===== src/rtl/trapcmp_pkg.sv =====
package trapcmp_pkg;
    localparam int REL_N   = 5;
    localparam int REL_SLT = 4;
    localparam int REL_SGT = 3;
    localparam int REL_EQ  = 2;
    localparam int REL_ULT = 1;
    localparam int REL_UGT = 0;

    localparam int CODEW = 4;
    localparam logic [CODEW-1:0] CAUSE_NONE    = 4'h0;
    localparam logic [CODEW-1:0] CAUSE_PROGRAM = 4'h6;
    localparam logic [CODEW-1:0] SUB_NONE      = 4'h0;
    localparam logic [CODEW-1:0] SUB_TRAP      = 4'h2;

    typedef enum logic {
        ST_IDLE   = 1'b0,
        ST_REPORT = 1'b1
    } trap_state_e;
endpackage


===== src/rtl/trapcmp_relate.sv =====
module trapcmp_relate
    import trapcmp_pkg::*;
#(
    parameter int XLEN = 64,
    parameter int WLEN = 32
) (
    input  logic [XLEN-1:0]  a,
    input  logic [XLEN-1:0]  b,
    input  logic             dword,
    output logic [REL_N-1:0] rel
);
    localparam int EXTW = XLEN + 1;
    localparam int PADW = EXTW - WLEN;

    logic [EXTW-1:0] a_sx, b_sx, a_zx, b_zx;

    // Extend both operands one bit past XLEN so that one signed
    // comparator and one unsigned comparator serve both modes.
    always_comb begin
        if (dword) begin
            a_sx = {a[XLEN-1], a};
            b_sx = {b[XLEN-1], b};
            a_zx = {1'b0, a};
            b_zx = {1'b0, b};
        end else begin
            a_sx = {{PADW{a[WLEN-1]}}, a[WLEN-1:0]};
            b_sx = {{PADW{b[WLEN-1]}}, b[WLEN-1:0]};
            a_zx = {{PADW{1'b0}}, a[WLEN-1:0]};
            b_zx = {{PADW{1'b0}}, b[WLEN-1:0]};
        end
    end

    always_comb begin
        rel          = '0;
        rel[REL_SLT] = $signed(a_sx) < $signed(b_sx);
        rel[REL_SGT] = $signed(a_sx) > $signed(b_sx);
        rel[REL_EQ]  = a_zx == b_zx;
        rel[REL_ULT] = a_zx < b_zx;
        rel[REL_UGT] = a_zx > b_zx;
    end
endmodule


===== src/rtl/trapcmp_select.sv =====
module trapcmp_select
    import trapcmp_pkg::*;
(
    input  logic [REL_N-1:0] rel,
    input  logic [REL_N-1:0] mask,
    output logic             hit
);
    logic [REL_N-1:0] armed;

    for (genvar i = 0; i < REL_N; i++) begin : g_arm
        assign armed[i] = rel[i] & mask[i];
    end

    assign hit = |armed;
endmodule


===== src/rtl/trapcmp_unit.sv =====
module trapcmp_unit
    import trapcmp_pkg::*;
#(
    parameter int XLEN = 64,
    parameter int WLEN = 32
) (
    input  logic             clk,
    input  logic             rst_n,
    input  logic             in_valid,
    input  logic [XLEN-1:0]  op_a,
    input  logic [XLEN-1:0]  op_b,
    input  logic [4:0]       cond_mask,
    input  logic             dword_mode,
    output logic             out_valid,
    output logic             trap_hit,
    output logic [3:0]       exc_cause,
    output logic [3:0]       exc_subcode
);
    trap_state_e      state_q, state_d;
    logic [REL_N-1:0] rel;
    logic             hit;

    trapcmp_relate #(.XLEN(XLEN), .WLEN(WLEN)) u_relate (
        .a     (op_a),
        .b     (op_b),
        .dword (dword_mode),
        .rel   (rel)
    );

    trapcmp_select u_select (
        .rel  (rel),
        .mask (cond_mask),
        .hit  (hit)
    );

    // Next state: GO_REPORT / STAY_REPORT on a request, GO_IDLE / STAY_IDLE otherwise.
    always_comb begin
        state_d = state_q;
        unique case (state_q)
            ST_IDLE:   state_d = in_valid ? ST_REPORT : ST_IDLE;
            ST_REPORT: state_d = in_valid ? ST_REPORT : ST_IDLE;
            default:   state_d = ST_IDLE;
        endcase
    end

    always_ff @(posedge clk) begin
        if (!rst_n) state_q <= ST_IDLE;
        else        state_q <= state_d;
    end

    always_ff @(posedge clk) begin
        if (!rst_n || state_d == ST_IDLE) begin
            trap_hit    <= 1'b0;
            exc_cause   <= CAUSE_NONE;
            exc_subcode <= SUB_NONE;
        end else begin
            trap_hit    <= hit;
            exc_cause   <= hit ? CAUSE_PROGRAM : CAUSE_NONE;
            exc_subcode <= hit ? SUB_TRAP : SUB_NONE;
        end
    end

    assign out_valid = (state_q == ST_REPORT);
endmodule


===== config.mk =====
export PLATFORM = sky130hd
export DESIGN_NAME = trapcmp_unit
export DESIGN_NICKNAME = d
export VERILOG_FILES = /design/src/rtl/trapcmp_pkg.sv /design/src/rtl/trapcmp_relate.sv /design/src/rtl/trapcmp_select.sv /design/src/rtl/trapcmp_unit.sv
export SDC_FILE = /design/constraint.sdc
export NUM_CORES = 1
export LEC_CHECK = 0
export BUFFER_PORTS_ARGS = -buffer_cell sky130_fd_sc_hd__buf_2
export CAP_MARGIN = 20
export CORE_MARGIN = 3
export CORE_UTILIZATION = 49
export CTS_CLUSTER_SIZE = 30
export DETAILED_ROUTE_END_ITERATION = 16
export PLACE_DENSITY_LB_ADDON = 0.15
export SLEW_MARGIN = 20
export SYNTH_ARGS = -nofsm -noshare
export SYNTH_HDL_FRONTEND = slang
export SYNTH_SLANG_ARGS = --single-unit

===== constraint.sdc =====
create_clock -name clk -period 3.52 [get_ports clk]
set_input_delay 0.352 -clock clk [delete_from_list [all_inputs] [get_ports clk]]
set_output_delay 0.352 -clock clk [all_outputs]
set_load 0.05 [all_outputs]

==> results by group <==
Floorplanning
  – Die X: 87.36 um
  – Die height: 87.36 um
  – Row cnt: 29
  – Die area: 7631 sq um
  – Top Ports: 147
  – Initial Util: 50.78%
  – CORE AREA: 6386 sq um

Route
  – Via/cell ratio: 5.353
  – Routed length per instance: 12.84 um
  – Initial drt markers: 82
  – Final wirelength: 8538 um
  – Via count: 3560
  – Drc violations: 0
  – Antenna viol nets, final: 0
  – DR pass1 iterations: 4

CTS
  – Clock Sinks: 2
  – CTS max path bufs: 2
  – H-tree levels: 1
  – Clock root buffer: clkbuf_8
  – Clock transition at path regs: 30 ps
  – Postcts setup bufs: 0
  – Cts hold-fix bufs: 0
  – TritonCTS clock tree: built
  – Post-CTS sizing: 0
  – Num CTS Buffers: 3

STA
  – Hold Fails Final Rpt: 0
  – Fin crit share: 87.83%
  – Worst slew pin tran: 500.2 ps
  – Worst slew margin: 66.61%
  – Fmax: 0.3234 GHz
  – Pins Over Slew Limit: 0
  – Unrepaired setup endpoints after global routing: no
  – Setup ws final: 428.3 ps
  – Setup TNS: 0 ps
  – Tmin final: 3092 ps
  – Final setup violation count: 0

Power and ir drop
  – Max VDD drop: 0.1008 mV
  – Switching Fraction: 47.52%
  – Power share of the clock group: 15.1%
  – Sequential power share: 4.0%
  – Pint: 336.4 uW
  – Net Switching: 304.7 uW
  – Pwr/cell area: 158.3 nW/um^2
  – Static leakage: 2.284 nW
  – Combinational Power Share: 80.9%

Synth
  – Netlist cell types: 49
  – Leading area contributor after synthesis: ha_1
  – Post-synth EDFFs: 0
  – Proportion of netlist area held by the largest area contributor: 37.04%
  – Synthesized instance count: 457
  – Synthesized flop and latch total: 2
  – Synth Cell Area: 3243 sq um
  – Yosys warns: 0
  – Synth area leaders: ha_1 (37%), a21oi_1 (10%), nand2b_1 (6.8%)
  – Part of the Yosys area used for sequential elements: 1.235%
  – Asr flop ratio synth: 0%
  – Top_reg_cell synth: dfxtp_1
  – Synth Area per Inst: 7.097 sq um

Worst setup path
  – CP endpoint kind: flop
  – CP arrival: 3200 ps
  – Worst-path fanout max: 17
  – CP startpoint kind: input port
  – CP required: 3630 ps
  – Crit path kind: input port to flop

Run status
  – Status: complete, no violations

Final layout
  – Final std cells w/o fill: 665
  – Share of cells above drive strength 1: 27.72%
  – Final Cell Area: 4049 sq um
  – Area delta synth->final: 24.85%
  – Number of diodes: 0
  – Fin nets: 823
  – Filler Cell Count: 596

Job
  – Max-cap viol count: 0

Place
  – Hpwl dp: 7586 um
  – Place WS: 218.3 ps
  – GPL Wtd Cong: 0.8292
  – # port buffers: 141
  – Cell area after placement: 4008 sq um
  – Inst Count DP: 662

Global routing
  – Gr usage total: 21.77%
  – GRT met3 Usage: 2.271%
  – Met1 Use GR: 27.15%
  – Vias in the first global route: 3300
  – Initial antenna violation count: 0
  – GRT overflow: 0
  – GRT busiest layer: met2
  – Pin count of the biggest net entering global routing: 83
  – First-pass GRT wire length: 13770 um
  – Met2 GRT Util: 38.90%

Hold path
  – Type of the worst min-delay path: input port to flop
sequential cells by signal, summed over array words and instances, names as in the netlist:
name / flops
out_valid: 1
exc_cause: 1
per-stage QoR:
step           hold slack (ps)  utilization (%)  total power, mW
2_1_floorplan            496.4                -           0.3875
3_3_place_gp             613.6            62.75           0.5307
3_5_place_dp             612.6            62.75           0.5447
4_1_cts                  382.4            63.40           0.6472
5_1_grt                  387.4            63.40           0.7210
6_report                 383.2            63.40           0.6410
cells in the mapped netlist (2+ instances only):
master,instances
nor2_1,13
nand2b_1,35
a21oi_1,67
a221o_1,2
nand2_1,45
clkbuf_1,10
nor2b_1,2
a21o_1,17
nor3_1,6
ha_1,96
a221oi_1,2
buf_1,6
inv_1,34
o21ai_0,6
mux2i_1,4
o21ai_1,5
and2_1,33
nor4_1,2
nand3_1,15
buf_4,8
a211oi_1,3
nand4_1,18
dfxtp_1,2
final cells by class:
| class | count | area, sq um | area share [%] |
|---|---|---|---|
| Inverter | 35 | 132.6 | 3.276 |
| Clock buffer | 3 | 41.29 | 1.020 |
| Multi-Input combinational cell | 400 | 2968 | 73.30 |
| Sequential cell | 2 | 40.04 | 0.9889 |
| Tap cell | 77 | 96.34 | 2.379 |
| Timing Repair Buffer | 148 | 770.7 | 19.04 |
per-layer routing:
layer,up-vias,share of wire (%)
met5,-,0
met3,11,5.7
met4,0,1.5
met1,1545,44
li1,1899,-
met2,105,49
critical path, stage by stage:
cell and delay (ps):
buf_2 70, inv_1 50, nor2_2 410, buf_4 330
a21oi_1 70, ha_1 370, nand3_1 120, nor4_1 450
nand4_1 210, o311ai_0 330, mux2i_1 140, o31a_1 290
cells in the final DEF, fill, tap and decap left out, types with 2 or more instances in the layout:
cell type and n:
nor3_1 6, buf_2 141, conb_1 5, a211oi_1 3
nand2_1 45, a21o_1 17, o21ai_0 6, a221oi_1 2
nor2_2 2, ha_1 96, clkbuf_8 3, mux2i_1 4
a21oi_1 67, nand3_1 15, and2_1 33, dfxtp_1 2
a221o_1 2, nor2_1 12, nand4_1 18, nor4_1 2
nand2b_1 35, inv_1 34, o21ai_1 5, buf_4 6
nor2b_1 2
worst paths after layout:
path / from / to / slack, ps / depth (start not counted)
max: op_b[31] / exc_cause[1]$_SDFF_PP0_ / 430 / 12
min: rst_n / out_valid$_SDFF_PN0_ / 380 / 2
power groups by stage:
stage                     clock network, mW  registers, mW  logic (mW)
after floorplan                           0         0.0317       0.356
after global placement                    0         0.0260       0.505
after detailed placement                  0         0.0261       0.519
after CTS                            0.0995         0.0258       0.522
after global routing                  0.103         0.0260       0.592
final                                0.0969         0.0257       0.518
logic make-up (layout without fill, tap and decap cells):
| family | after synthesis | count (layout) | synth area share [%] |
|---|---|---|---|
| buffers and inverters | 59 | 186 | 7.793 |
| AOI/OAI and AO/OA | 116 | 116 | 21.95 |
| DFF | 2 | 2 | 1.235 |
| other | 1 | 5 | 0.1156 |
| and+or+nand+nor | 179 | 179 | 30.63 |
| adders and majority gates | 96 | 96 | 37.04 |
| muxes | 4 | 4 | 1.235 |
No activity file was read; power rests on OpenSTA's default activity.
